$ cat config.mk
export PLATFORM = sky130hd
export DESIGN_NAME = seg_addr_gen
export DESIGN_NICKNAME = d
export VERILOG_FILES = /design/src/rtl/seg_addr_pkg.sv /design/src/rtl/sa_mode_decode.sv /design/src/rtl/sa_ea_adder.sv /design/src/rtl/sa_phys_calc.sv /design/src/rtl/seg_addr_gen.sv
export SDC_FILE = /design/constraint.sdc
export NUM_CORES = 1
export LEC_CHECK = 0
export BUFFER_PORTS_ARGS = -buffer_cell sky130_fd_sc_hd__buf_4
export CORE_MARGIN = 3
export CORE_UTILIZATION = 40
export CTS_CLUSTER_SIZE = 25
export DETAILED_ROUTE_END_ITERATION = 12
export GPL_TIMING_DRIVEN = 0
export PLACE_DENSITY_LB_ADDON = 0.12
export SYNTH_ARGS = -nofsm -noshare
export SYNTH_HDL_FRONTEND = slang
export SYNTH_SLANG_ARGS = --single-unit
$ cat constraint.sdc
create_clock -name clk -period 1.23 [get_ports clk]
set_input_delay 0.369 -clock clk [delete_from_list [all_inputs] [get_ports clk]]
set_output_delay 0.369 -clock clk [all_outputs]
set_load 0.02 [all_outputs]
$ cat src/rtl/seg_addr_pkg.sv
package seg_addr_pkg;

  typedef enum logic [3:0] {
    AM_REG     = 4'd0,
    AM_IMM     = 4'd1,
    AM_DIRECT  = 4'd2,
    AM_IND_BX  = 4'd3,
    AM_IND_SI  = 4'd4,
    AM_IND_DI  = 4'd5,
    AM_BX_D    = 4'd6,
    AM_BP_D    = 4'd7,
    AM_SI_D    = 4'd8,
    AM_DI_D    = 4'd9,
    AM_BX_SI_D = 4'd10,
    AM_BX_DI_D = 4'd11,
    AM_BP_SI_D = 4'd12,
    AM_BP_DI_D = 4'd13,
    AM_RSV14   = 4'd14,
    AM_RSV15   = 4'd15
  } amode_e;

  typedef enum logic [1:0] {
    SEG_ES = 2'd0,
    SEG_CS = 2'd1,
    SEG_SS = 2'd2,
    SEG_DS = 2'd3
  } seg_e;

  // Term selection produced by the mode decoder
  typedef struct packed {
    logic no_mem;
    logic use_base;
    logic base_bp;
    logic use_index;
    logic index_di;
    logic use_disp;
  } acc_plan_t;

endpackage

$ cat src/rtl/sa_mode_decode.sv
module sa_mode_decode
  import seg_addr_pkg::*;
(
  input  logic [3:0] mode_i,
  output acc_plan_t  plan_o
);

  always_comb begin
    plan_o = '0;
    case (amode_e'(mode_i))
      AM_DIRECT:  plan_o.use_disp = 1'b1;
      AM_IND_BX:  plan_o.use_base = 1'b1;
      AM_IND_SI:  plan_o.use_index = 1'b1;
      AM_IND_DI: begin
        plan_o.use_index = 1'b1;
        plan_o.index_di  = 1'b1;
      end
      AM_BX_D: begin
        plan_o.use_base = 1'b1;
        plan_o.use_disp = 1'b1;
      end
      AM_BP_D: begin
        plan_o.use_base = 1'b1;
        plan_o.base_bp  = 1'b1;
        plan_o.use_disp = 1'b1;
      end
      AM_SI_D: begin
        plan_o.use_index = 1'b1;
        plan_o.use_disp  = 1'b1;
      end
      AM_DI_D: begin
        plan_o.use_index = 1'b1;
        plan_o.index_di  = 1'b1;
        plan_o.use_disp  = 1'b1;
      end
      AM_BX_SI_D: begin
        plan_o.use_base  = 1'b1;
        plan_o.use_index = 1'b1;
        plan_o.use_disp  = 1'b1;
      end
      AM_BX_DI_D: begin
        plan_o.use_base  = 1'b1;
        plan_o.use_index = 1'b1;
        plan_o.index_di  = 1'b1;
        plan_o.use_disp  = 1'b1;
      end
      AM_BP_SI_D: begin
        plan_o.use_base  = 1'b1;
        plan_o.base_bp   = 1'b1;
        plan_o.use_index = 1'b1;
        plan_o.use_disp  = 1'b1;
      end
      AM_BP_DI_D: begin
        plan_o.use_base  = 1'b1;
        plan_o.base_bp   = 1'b1;
        plan_o.use_index = 1'b1;
        plan_o.index_di  = 1'b1;
        plan_o.use_disp  = 1'b1;
      end
      default: plan_o.no_mem = 1'b1;  // register, immediate, reserved
    endcase
  end

  // A memory plan always has at least one address term
  always_comb begin
    AST_PLAN_NONEMPTY: assert (plan_o.no_mem || plan_o.use_base || plan_o.use_index || plan_o.use_disp);
  end

endmodule

$ cat src/rtl/sa_ea_adder.sv
module sa_ea_adder
  import seg_addr_pkg::*;
#(
  parameter int OFS_W = 16,
  parameter int DSP_NARROW_W = 8
) (
  input  acc_plan_t          plan_i,
  input  logic [OFS_W-1:0]   bx_i,
  input  logic [OFS_W-1:0]   bp_i,
  input  logic [OFS_W-1:0]   si_i,
  input  logic [OFS_W-1:0]   di_i,
  input  logic [OFS_W-1:0]   disp_i,
  input  logic               disp_wide_i,
  output logic [OFS_W-1:0]   ea_o,
  output logic [OFS_W-1:0]   ea_next_o
);

  localparam int EXT_W = OFS_W - DSP_NARROW_W;

  logic [OFS_W-1:0] base_term;
  logic [OFS_W-1:0] index_term;
  logic [OFS_W-1:0] disp_term;
  logic [OFS_W-1:0] disp_ext;

  always_comb begin
    disp_ext   = disp_wide_i ? disp_i
                             : {{EXT_W{disp_i[DSP_NARROW_W-1]}}, disp_i[DSP_NARROW_W-1:0]};
    base_term  = !plan_i.use_base  ? '0 : (plan_i.base_bp  ? bp_i : bx_i);
    index_term = !plan_i.use_index ? '0 : (plan_i.index_di ? di_i : si_i);
    disp_term  = plan_i.use_disp ? disp_ext : '0;
    ea_o       = base_term + index_term + disp_term;  // wraps in OFS_W bits
    ea_next_o  = ea_o + OFS_W'(1);
  end

endmodule

$ cat src/rtl/sa_phys_calc.sv
module sa_phys_calc
  import seg_addr_pkg::*;
#(
  parameter int OFS_W     = 16,
  parameter int SEG_SHIFT = 4,
  parameter int PA_W      = OFS_W + SEG_SHIFT
) (
  input  logic [OFS_W-1:0] es_i,
  input  logic [OFS_W-1:0] cs_i,
  input  logic [OFS_W-1:0] ss_i,
  input  logic [OFS_W-1:0] ds_i,
  input  logic             base_bp_i,
  input  logic             ovr_en_i,
  input  logic [1:0]       ovr_sel_i,
  input  logic [OFS_W-1:0] ea_i,
  input  logic [OFS_W-1:0] ea_next_i,
  output seg_e             seg_o,
  output logic [PA_W-1:0]  pa_lo_o,
  output logic [PA_W-1:0]  pa_hi_o
);

  logic [OFS_W-1:0] seg_val;
  logic [PA_W-1:0]  seg_base;

  always_comb begin
    if (ovr_en_i)       seg_o = seg_e'(ovr_sel_i);
    else if (base_bp_i) seg_o = SEG_SS;
    else                seg_o = SEG_DS;

    case (seg_o)
      SEG_ES:  seg_val = es_i;
      SEG_CS:  seg_val = cs_i;
      SEG_SS:  seg_val = ss_i;
      default: seg_val = ds_i;
    endcase

    seg_base = {seg_val, {SEG_SHIFT{1'b0}}};
    pa_lo_o  = seg_base + {{SEG_SHIFT{1'b0}}, ea_i};
    pa_hi_o  = seg_base + {{SEG_SHIFT{1'b0}}, ea_next_i};
  end

endmodule

$ cat src/rtl/seg_addr_gen.sv
module seg_addr_gen
  import seg_addr_pkg::*;
#(
  parameter int OFS_W     = 16,
  parameter int SEG_SHIFT = 4,
  localparam int PA_W     = OFS_W + SEG_SHIFT
) (
  input  logic             clk,
  input  logic             rst_n,
  input  logic             in_valid,
  input  logic [3:0]       mode,
  input  logic             disp_wide,
  input  logic [OFS_W-1:0] disp,
  input  logic [OFS_W-1:0] reg_bx,
  input  logic [OFS_W-1:0] reg_bp,
  input  logic [OFS_W-1:0] reg_si,
  input  logic [OFS_W-1:0] reg_di,
  input  logic [OFS_W-1:0] seg_es,
  input  logic [OFS_W-1:0] seg_cs,
  input  logic [OFS_W-1:0] seg_ss,
  input  logic [OFS_W-1:0] seg_ds,
  input  logic             ovr_en,
  input  logic [1:0]       ovr_sel,
  output logic             out_valid,
  output logic             out_nomem,
  output logic [OFS_W-1:0] out_ea,
  output logic [1:0]       out_seg,
  output logic [PA_W-1:0]  out_pa_lo,
  output logic [PA_W-1:0]  out_pa_hi
);

  acc_plan_t        plan;
  logic [OFS_W-1:0] ea_sum;
  logic [OFS_W-1:0] ea_sum_next;
  seg_e             seg_pick;
  logic [PA_W-1:0]  pa_lo_c;
  logic [PA_W-1:0]  pa_hi_c;

  sa_mode_decode u_dec (
    .mode_i (mode),
    .plan_o (plan)
  );

  sa_ea_adder #(.OFS_W(OFS_W)) u_ea (
    .plan_i      (plan),
    .bx_i        (reg_bx),
    .bp_i        (reg_bp),
    .si_i        (reg_si),
    .di_i        (reg_di),
    .disp_i      (disp),
    .disp_wide_i (disp_wide),
    .ea_o        (ea_sum),
    .ea_next_o   (ea_sum_next)
  );

  sa_phys_calc #(.OFS_W(OFS_W), .SEG_SHIFT(SEG_SHIFT)) u_pa (
    .es_i      (seg_es),
    .cs_i      (seg_cs),
    .ss_i      (seg_ss),
    .ds_i      (seg_ds),
    .base_bp_i (plan.base_bp),
    .ovr_en_i  (ovr_en),
    .ovr_sel_i (ovr_sel),
    .ea_i      (ea_sum),
    .ea_next_i (ea_sum_next),
    .seg_o     (seg_pick),
    .pa_lo_o   (pa_lo_c),
    .pa_hi_o   (pa_hi_c)
  );

  // Next-state logic
  logic             nomem_d;
  logic [OFS_W-1:0] ea_d;
  logic [1:0]       seg_d;
  logic [PA_W-1:0]  pa_lo_d;
  logic [PA_W-1:0]  pa_hi_d;

  always_comb begin
    nomem_d = plan.no_mem;
    if (plan.no_mem) begin
      ea_d    = '0;
      seg_d   = '0;
      pa_lo_d = '0;
      pa_hi_d = '0;
    end else begin
      ea_d    = ea_sum;
      seg_d   = seg_pick;
      pa_lo_d = pa_lo_c;
      pa_hi_d = pa_hi_c;
    end
  end

  // Registers: strobe every cycle, data under clock enable
  always_ff @(posedge clk or negedge rst_n) begin
    if (!rst_n) begin
      out_valid <= 1'b0;
    end else begin
      out_valid <= in_valid;
    end
  end

  always_ff @(posedge clk or negedge rst_n) begin
    if (!rst_n) begin
      out_nomem <= 1'b0;
      out_ea    <= '0;
      out_seg   <= '0;
      out_pa_lo <= '0;
      out_pa_hi <= '0;
    end else if (in_valid) begin
      out_nomem <= nomem_d;
      out_ea    <= ea_d;
      out_seg   <= seg_d;
      out_pa_lo <= pa_lo_d;
      out_pa_hi <= pa_hi_d;
    end
  end

  // Checks
  AST_ONE_CYCLE_LATENCY: assert property (@(posedge clk) disable iff (!rst_n) in_valid |=> out_valid);
  AST_IDLE_NO_STROBE: assert property (@(posedge clk) disable iff (!rst_n) !in_valid |=> !out_valid);
  AST_HOLD_WHEN_IDLE: assert property (@(posedge clk) disable iff (!rst_n) !in_valid |=> $stable(out_ea) && $stable(out_pa_lo) && $stable(out_seg));
  AST_BP_DEFAULTS_SS: assert property (@(posedge clk) disable iff (!rst_n)
    in_valid && !ovr_en && (mode == 4'd7 || mode == 4'd12 || mode == 4'd13) |=> out_seg == 2'd2);
  AST_OVERRIDE_WINS: assert property (@(posedge clk) disable iff (!rst_n)
    in_valid && ovr_en |=> out_nomem || out_seg == $past(ovr_sel));
  AST_NOMEM_ZEROED: assert property (@(posedge clk) disable iff (!rst_n)
    out_valid && out_nomem |-> out_ea == '0 && out_pa_lo == '0 && out_pa_hi == '0);
  AST_HI_BYTE_ADJ: assert property (@(posedge clk) disable iff (!rst_n)
    out_valid && !out_nomem && out_ea != {OFS_W{1'b1}} |-> out_pa_hi == PA_W'(out_pa_lo + PA_W'(1)));
  AST_HI_BYTE_WRAP: assert property (@(posedge clk) disable iff (!rst_n)
    out_valid && !out_nomem && out_ea == {OFS_W{1'b1}} |-> out_pa_hi == PA_W'(out_pa_lo - PA_W'({OFS_W{1'b1}})));

endmodule

==> results of run 1 <==
state kept, by name, indices dropped and copies added, names as in the netlist:
| register | flops |
|---|---|
| out_ea | 16 |
| out_nomem | 1 |
| out_pa_hi | 20 |
| out_pa_lo | 16 |
| out_seg | 2 |
| out_valid | 1 |
per-layer routing:
layer | global-route usage (%) | share of wire, % | vias up
met3 | 3.90 | 7.2 | 30
met1 | 28.0 | 39 | 2987
met5 | 0 | 0 | -
met2 | 44.3 | 52 | 300
met4 | 5.10 | 1.8 | 0
li1 | - | - | 3012
layout make-up:
cell class                      count  area (um2)  area share, %
Multi-Input combinational cell    525        5130           51.4
Buffer                             32         256           2.57
Clock inverter                      2        12.5          0.125
Clock buffer                        5         125           1.25
Tap cell                          180         225           2.25
Timing Repair Buffer              324        2660           26.6
Inverter                           49         186           1.86
Sequential cell                    56        1400           14.0
synthesized netlist by cell type, drive strengths merged, types with 3 or more instances:
master | n | area [um2]
nand2 | 87 | 327
dfrtp | 56 | 1400
inv | 48 | 180
a22o | 46 | 403
a21oi | 38 | 190
ha | 37 | 463
nor2 | 36 | 135
o21ai | 36 | 180
mux2 | 34 | 383
xnor2 | 33 | 289
clkbuf | 22 | 82.6
mux2i | 21 | 210
fa | 18 | 360
a21o | 15 | 113
xor2 | 15 | 131
buf | 12 | 65.1
nor3 | 11 | 55.1
nand3 | 10 | 50.1
nor2b | 9 | 58.8
and3 | 8 | 50.1
a211oi | 7 | 52.6
o211ai | 6 | 50.1
and2 | 5 | 31.3
nand2b | 5 | 31.3
o21bai | 5 | 37.5
or3 | 4 | 25.0
a2111oi | 3 | 26.3
nand4 | 3 | 18.8
per-stage QoR:
| stage | setup WS (ps) | instance area, um2 | power (mW) | utilization, % |
|---|---|---|---|---|
| 2_1_floorplan | -3870 | 6170 | 9.90 | - |
| 3_3_place_gp | -4420 | 7970 | 12.6 | 57.2 |
| 3_5_place_dp | -4580 | 7970 | 12.8 | 57.2 |
| 4_1_cts | -3820 | 9170 | 16.7 | 65.8 |
| 5_1_grt | -4020 | 10000 | 20.5 | 71.8 |
| 6_report | -3870 | 10000 | 19.4 | 71.8 |
path summary, 6_finish.rpt:
path / from / to / slack [ps] / cells past startpoint
max: mode[1] / out_pa_hi[14] / -3870 / 25
min: rst_n / out_pa_hi[16] / 120 / 1
max reg2reg: out_ea[0] / out_ea[0] / 330 / 2
min reg2reg: out_pa_hi[10] / out_pa_hi[10] / 520 / 1
max in group asynchronous: rst_n / out_pa_lo[11] / 590 / 1
min in group clk: in_valid / out_valid / 270 / 1
cells by family (layout without fill, tap and decap cells):
logic type	after synthesis	after routing	share of synthesized area, %
muxes	55	55	10.4
adders and majority gates	56	56	14.6
AOI/OAI and AO/OA	183	183	22.9
DFF	56	56	24.5
xor gates and xnor gates	49	49	7.73
buffers and inverters	83	412	5.79
and+or+nand+nor	182	182	14.2
timing repair:
item | in CTS | in global routing
setup endpoints to repair | 71 | 109
pin swaps | 74 | 83
setup buffers | 56 | 64
gates resized for setup | 123 | 97
power groups by stage:
stage	Combinational [mW]	Clock, mW	Sequential (mW)
floorplan	6.12	0	3.78
global placement	9.60	0	3.02
detailed placement	9.79	0	3.03
CTS	12.2	1.44	3.03
global route	15.9	1.49	3.12
finish	14.9	1.44	3.05
==> results_dict.tcl, run 1 <==
set metrics [dict create \
    yosys_register_bits 56 \
    cts_buffer_depth 2 \
    postCtsHoldBufs 0 \
    cts_root_buf "clkbuf_16" \
    die_area_um2 15800 \
    critical_path_buf_inv_count 3 \
    htreeDepth 2 \
    synth.distinct_cells 61 \
    cts_buffers 5 \
    maxCapViolCount 0 \
    timing.critical_path.mode_cell "a21o_1" \
    fin_hold_ws_ps 116 \
    grt_pass1_vias 6205 \
    grt_usage_pct 23.5 \
    finalCritPeriodShare_pct 415 \
    core_area_um2 13900 \
    start_util_pct 41.1 \
    start_kind "input port" \
    layout_commonest_cell "buf_4" \
    rsz0062_at_grt "true" \
    p_sw_share_pct 42.6 \
    final-instance-count-excl-fill 1173 \
    pwr-share-seq_pct 15.7 \
    clock_power_share_pct 7.4 \
    clk_latency_ps 300 \
    ant_nets 0 \
    tns_ps -140920 \
    drt-wirelength-per-cell_um 17.9 \
    critical_path_arrival_ps 5290 \
    clock_skew_ps 0 \
    synth-edff-count 0 \
    powerDensity_nw_per_um2 1940 \
    p_sw_mw 8.28 \
    n_fill_cell 1006 \
    drt_iter0_drc 321 \
    yosys_warnings 0 \
    layout-drive-gt1-share_pct 54.3 \
    clock_sinks 56 \
    synthArstFlopShare_pct 100 \
    io_pins 215 \
    grt.overflow.total 0 \
    path_class "in2reg" \
    worstMarginPinSlew_ps 896 \
    outcome "finished, violations left" \
    hold_violations 0 \
    setup_ws_ps -3870 \
    slew_viol_final 0 \
    num_rows 43 \
    grt_max_degree 57 \
    drc 0 \
    grt_pass1_wl_mm 30.6 \
    die_h_um 126 \
    slowest_delay_ps 480 \
    setup-violations-final 64 \
    synth_nets 874 \
    finalWirelength_mm 20.9 \
    via_per_inst 5.40 \
    layout_common_cells "269 x buf_4, 75 x nand2_1, 56 x buf_6" \
    hpwl_mm 14.4 \
    worstPathRequired_ps 1420 \
    fp.dieW_um 126 \
    violations "setup timing" \
    dr.pass1.iters 5 \
    hp-class "in2async" \
    max_freq_mhz 196 \
    synth-seq-area-share_pct 24.5 \
    cp_top_family "compound AO/OA/AOI/OAI gates" \
    dp_cells 1054 \
    comb_power_share_pct 76.9 \
    final_nets 1203 \
    path_clk_slew_ps 70 \
    n_antenna_cell 0 \
    relSlewSlack_pct 39.7 \
    cpMaxStageDelayCell "fa_1" \
    post-route-min-period_ps 5100 \
    cts_tree "yes" \
    internal-power_mw 11.1 \
    syn-cell-area_um2 5730 \
    portBuffers 210 \
    endpoint_kind "flop" \
    ir_drop_mv 0.866 \
    syn_inst 664 \
    area_growth_pct 74.6 \
    avgSynthCellArea_um2 8.63 \
    place.gp.congestion 0.877 \
    synthFlopType "dfrtp_1" \
    vias 6329 \
    antenna_found_initial 0 \
    leakage_nw 4.82 \
    worstPathMaxFanout 6 \
]
No activity file was read; power rests on OpenSTA's default activity.
==> inputs of run 2 (changes only) <==
--- a/config.mk
+++ b/config.mk
@@ -8,10 +8,10 @@
 export BUFFER_PORTS_ARGS = -buffer_cell sky130_fd_sc_hd__buf_4
 export CORE_MARGIN = 3
 export CORE_UTILIZATION = 40
-export CTS_CLUSTER_SIZE = 25
 export DETAILED_ROUTE_END_ITERATION = 12
 export GPL_TIMING_DRIVEN = 0
 export PLACE_DENSITY_LB_ADDON = 0.12
+export RECOVER_POWER = 50
 export SYNTH_ARGS = -nofsm -noshare
 export SYNTH_HDL_FRONTEND = slang
 export SYNTH_SLANG_ARGS = --single-unit
==> results_dict.tcl, run 2 (synthesized netlist as in run 1, its figures left out) <==
set metrics [dict create \
    drc 0 \
    layout-drive-gt1-share_pct 54.3 \
    antenna_found_initial 0 \
    comb_power_share_pct 76.9 \
    cts_buffer_depth 2 \
    dr.pass1.iters 5 \
    outcome "finished, violations left" \
    grt_usage_pct 23.5 \
    stdcell_area_um2 10000 \
    post_dp_cell_area_um2 7970 \
    grt.overflow.total 0 \
    p_sw_mw 8.28 \
    path_clk_slew_ps 70 \
    num_rows 43 \
    finalWirelength_mm 20.9 \
    vias 6329 \
    layout_common_cells "268 x buf_4, 75 x nand2_1, 56 x buf_6" \
    r2r-start "out_ea[0]" \
    pwr-share-seq_pct 15.7 \
    rrSetupSlack_ps 330 \
    final-instance-count-excl-fill 1173 \
    final_util_pct 71.8 \
    ir_drop_mv 0.866 \
    drt_iter0_drc 321 \
    reg_top3 "out_pa_hi (20), out_ea (16), out_pa_lo (16)" \
    slew_viol_final 0 \
    largest_reg_flops 20 \
    core_area_um2 13900 \
    critical_path_arrival_ps 5290 \
    timing.critical_path.mode_cell "a21o_1" \
    fin_hold_ws_ps 162 \
    via_per_inst 5.40 \
    multi_input_area_um2 5130 \
    path_class "in2reg" \
    post-route-min-period_ps 5100 \
    r2r_end "out_ea[0]" \
    start_kind "input port" \
    clk_latency_ps 300 \
    leakage_nw 4.82 \
    hold_violations 0 \
    grt_pass1_vias 6205 \
    cpMaxStageDelayCell "fa_1" \
    grt_max_degree 57 \
    clock_power_share_pct 7.4 \
    cts_buffers 5 \
    maxCapViolCount 0 \
    worstMarginPinSlew_ps 896 \
    power_mw 19.4 \
    top_register "out_pa_hi" \
    worstPathMaxFanout 6 \
    io_pins 215 \
    drt-wirelength-per-cell_um 17.8 \
    final_nets 1203 \
    n_fill_cell 1006 \
    hpwl_mm 14.4 \
    finalCritPeriodShare_pct 415 \
    n_antenna_cell 0 \
    p_sw_share_pct 42.6 \
    violations "setup timing" \
    hp-class "in2async" \
    clock_sinks 56 \
    fp.dieW_um 126 \
    max_freq_mhz 196 \
    worstRegToRegCells 2 \
    htreeDepth 2 \
    ant_nets 0 \
    internal-power_mw 11.1 \
    dp_cells 1054 \
    setup-violations-final 64 \
    cts_tree "yes" \
    layout_commonest_cell "buf_4" \
    die_area_um2 15800 \
    setup_ws_ps -3870 \
    relSlewSlack_pct 39.7 \
    start_util_pct 41.1 \
    portBuffers 210 \
    endpoint_kind "flop" \
    powerDensity_nw_per_um2 1940 \
    slowest_delay_ps 480 \
    clock_skew_ps 0 \
    area_growth_pct 74.6 \
    grt_pass1_wl_mm 30.6 \
    worstPathRequired_ps 1420 \
    place.gp.congestion 0.877 \
    cts_root_buf "clkbuf_16" \
    rsz0062_at_grt "true" \
    postCtsHoldBufs 0 \
    die_h_um 126 \
    seqCellArea_um2 1400 \
]
==> run 2: layout make-up <==
class | count | area share [%]
plain buffers | 32 | 2.57
clock buffers | 5 | 1.25
clock inverters | 2 | 0.125
inverters | 49 | 1.86
multi-input cells | 525 | 51.4
flip-flops and latches | 56 | 14.0
well taps | 180 | 2.25
repair buffers | 324 | 26.6
==> run 2: routing by layer <==
metal	GRT usage [%]	up-vias	part of all wire, %
li1	-	3012	-
met1	28.0	2987	39
met2	44.3	300	52
met3	3.90	30	7.2
met4	5.10	0	1.8
met5	0	-	0
==> run 2: repair_timing <==
| item | CTS | global route |
|---|---|---|
| pin swaps | 74 | 83 |
| setup buffers | 56 | 64 |
| endpoints found under the setup margin | 71 | 109 |
| hold endpoints to repair | 0 | 0 |
| gates resized for setup | 123 | 97 |
==> run 2: worst max-delay path: cells and delay by family <==
| family | cells | cell delay (ps) |
|---|---|---|
| compound gates | 10 | 1840 |
| xor+xnor | 3 | 420 |
| fa+ha+maj | 4 | 1310 |
| buf+inv | 3 | 400 |
| mux | 1 | 200 |
| simple gates | 4 | 720 |
==> run 2: metrics by stage <==
stage	setup TNS [ps]	setup slack [ps]
after floorplan	-139770	-3870
after global placement	-160140	-4420
after detailed placement	-165800	-4580
after CTS	-138090	-3820
after global routing	-147510	-4020
final	-140920	-3870
==> run 2: worst max path at each step <==
stage | endpoint | from | cells past startpoint | slack (ps)
floorplan | out_pa_lo[19] | mode[0] | 22 | -3870
global route | out_pa_hi[14] | mode[1] | 26 | -4020
global placement | out_pa_lo[19] | mode[1] | 24 | -4420
detailed placement | out_pa_lo[19] | mode[1] | 24 | -4580
finish | out_pa_hi[14] | mode[1] | 25 | -3870
CTS | out_pa_lo[19] | mode[0] | 22 | -3820
==> run 2: power groups by stage <==
stage	logic, mW	clock network, mW	registers [mW]
global placement	9.60	0	3.02
floorplan	6.12	0	3.78
detailed placement	9.79	0	3.03
CTS	12.2	1.44	3.03
finish	14.9	1.44	3.05
global route	15.9	1.49	3.12
==> inputs of run 3 (changes only) <==
--- a/config.mk
+++ b/config.mk
@@ -6,6 +6,8 @@
 export NUM_CORES = 1
 export LEC_CHECK = 0
 export BUFFER_PORTS_ARGS = -buffer_cell sky130_fd_sc_hd__buf_4
+export CELL_PAD_IN_SITES_DETAIL_PLACEMENT = 0
+export CELL_PAD_IN_SITES_GLOBAL_PLACEMENT = 1
 export CORE_MARGIN = 3
 export CORE_UTILIZATION = 40
 export DETAILED_ROUTE_END_ITERATION = 12
==> results_dict.tcl, run 3 (synthesized netlist as in run 1, its figures left out) <==
set metrics [dict create \
    outcome "finished, violations left" \
    violations "setup timing" \
    tns_ps -143760 \
    antenna_found_initial 0 \
    vias 6224 \
    hp-class "in2async" \
    area_growth_pct 74.8 \
    hold_violations 0 \
    layout_commonest_cell "buf_4" \
    leakage_nw 4.87 \
    start_kind "input port" \
    drc 0 \
    ir_drop_mv 0.915 \
    ant_nets 0 \
    grt_max_degree 57 \
    grt_pass1_vias 6137 \
    slew_viol_final 0 \
    crit_chain "buf_12 > and3b_2 > o21ai_4 > buf_6 > mux2i_1 > nor2b_1 > fa_1 > ha_4 > fa_2 > a211oi_2 > o21bai_1 > a21oi_2 > xnor2_2 > inv_2 > ha_4 > nand2_1 > o21ai_1 > o41a_1 > maj3_2 > a311oi_4 > nor2b_4 > o31a_1 > o221ai_2" \
    path_clk_slew_ps 80 \
    slowest_delay_ps 490 \
    fin_hold_ws_ps 175 \
    top_register "out_pa_hi" \
    die_area_um2 15800 \
    htreeDepth 2 \
    path_class "in2reg" \
    grt_usage_pct 23.5 \
    post_dp_cell_area_um2 7970 \
    layout-drive-gt1-share_pct 52.6 \
    endpoint_kind "flop" \
    final-instance-count-excl-fill 1186 \
    finalWirelength_mm 21.0 \
    setup-violations-final 69 \
    rsz0062_at_grt "true" \
    final_nets 1215 \
    portBuffers 210 \
    place_ws_ps -4470 \
    n_fill_cell 1043 \
    finalCritPeriodShare_pct 416 \
    cts_tree "yes" \
    grt.overflow.total 0 \
    worstPathRequired_ps 1440 \
    setup_ws_ps -3890 \
    n_antenna_cell 0 \
    drt-wirelength-per-cell_um 17.7 \
    postCtsHoldBufs 0 \
    hpwl_mm 14.4 \
    cts_buffer_depth 2 \
    powerDensity_nw_per_um2 2010 \
    clock_skew_ps 0 \
    place.gp.congestion 0.896 \
    maxCapViolCount 0 \
    io_pins 215 \
    worstMarginPinSlew_ps 1280 \
    critical_path_arrival_ps 5340 \
    fp.dieW_um 126 \
    clock_sinks 56 \
    timing.critical_path.mode_cell "ha_4" \
    largest_reg_flops 20 \
    cpMaxStageDelayCell "fa_1" \
    cts_buffers 5 \
    stdcell_area_um2 10000 \
    num_rows 43 \
    die_h_um 126 \
    start_util_pct 41.1 \
    dr.pass1.iters 5 \
    reg_top3 "out_pa_hi (20), out_ea (16), out_pa_lo (16)" \
    dp_cells 1054 \
    core_area_um2 13900 \
    max_freq_mhz 195 \
    relSlewSlack_pct 14.0 \
    cts_root_buf "clkbuf_16" \
    worstPathMaxFanout 4 \
    via_per_inst 5.25 \
    clk_latency_ps 300 \
    grt_pass1_wl_mm 30.6 \
    layout_common_cells "263 x buf_4, 77 x nand2_1, 73 x buf_6" \
    post-route-min-period_ps 5120 \
    drt_iter0_drc 268 \
]
## run 3: changes by cell type in the layout (fill, tap and decap cells not counted), sizes merged
cell | previous run | this run
clkinv | 2 | 1
clkinvlp | 1 | 0
inv | 48 | 49
bufinv | 0 | 2
clkbuf | 27 | 26
buf | 334 | 347
## run 3: per-stage QoR
stage	total power, mW	util [%]
2_1_floorplan	9.90	-
3_3_place_gp	12.7	57.2
3_5_place_dp	12.9	57.2
4_1_cts	17.5	66.1
5_1_grt	21.0	71.9
6_report	20.1	71.9
## run 3: final timing paths
kind,startpoint,end,slack [ps],depth (start not counted)
setup / recovery,mode[0],out_pa_lo[19],-3890,23
max in group asynchronous,rst_n,out_pa_lo[7],520,1
hold / removal,rst_n,out_pa_lo[18],170,1
setup reg to reg,out_pa_lo[18],out_pa_lo[18],250,3
hold reg to reg,out_nomem,out_nomem,520,2
min in group clk,in_valid,out_valid,280,1
## run 3: cell type report
type | instances | area [um2] | share of cell area, %
Multi-Input combinational cell | 525 | 4950 | 49.5
Timing Repair Buffer | 334 | 2790 | 27.9
Sequential cell | 56 | 1400 | 14.0
Buffer | 34 | 267 | 2.66
Tap cell | 180 | 225 | 2.25
Inverter | 49 | 184 | 1.84
Clock buffer | 5 | 125 | 1.25
Clock inverter | 3 | 68.8 | 0.687
## run 3: repair_timing
action | 4_1_cts | 5_1_grt
buffers inserted | 63 | 65
endpoints found under the setup margin | 81 | 105
gates cloned | 1 | 0
pin swaps | 83 | 73
resized for setup | 120 | 72
## run 3: worst max-delay path, delay by kind of cell
family | cells | cell delay [ps]
and+or+nand+nor | 4 | 470
AOI/OAI and AO/OA | 9 | 2080
xor gates and xnor gates | 1 | 180
buffers and inverters | 3 | 390
adders and majority gates | 5 | 1650
muxes | 1 | 170
## run 3: layer usage
metal / vias up / GRT usage, % / wire length (um)
li1: 3027 / - / -
met1: 2922 / 28.4 / 8470
met2: 239 / 43.3 / 10800
met3: 36 / 3.27 / 1210
met4: 0 / 6.89 / 470
met5: - / 0 / 0
## run 3: power by group
group / switching, mW / leakage [nW] / internal (mW)
Sequential: 0.527 / 0.701 / 2.54
Combinational: 7.09 / 4.08 / 8.02
Clock: 0.731 / 0.0944 / 1.18
Total: 8.34 / 4.87 / 11.7
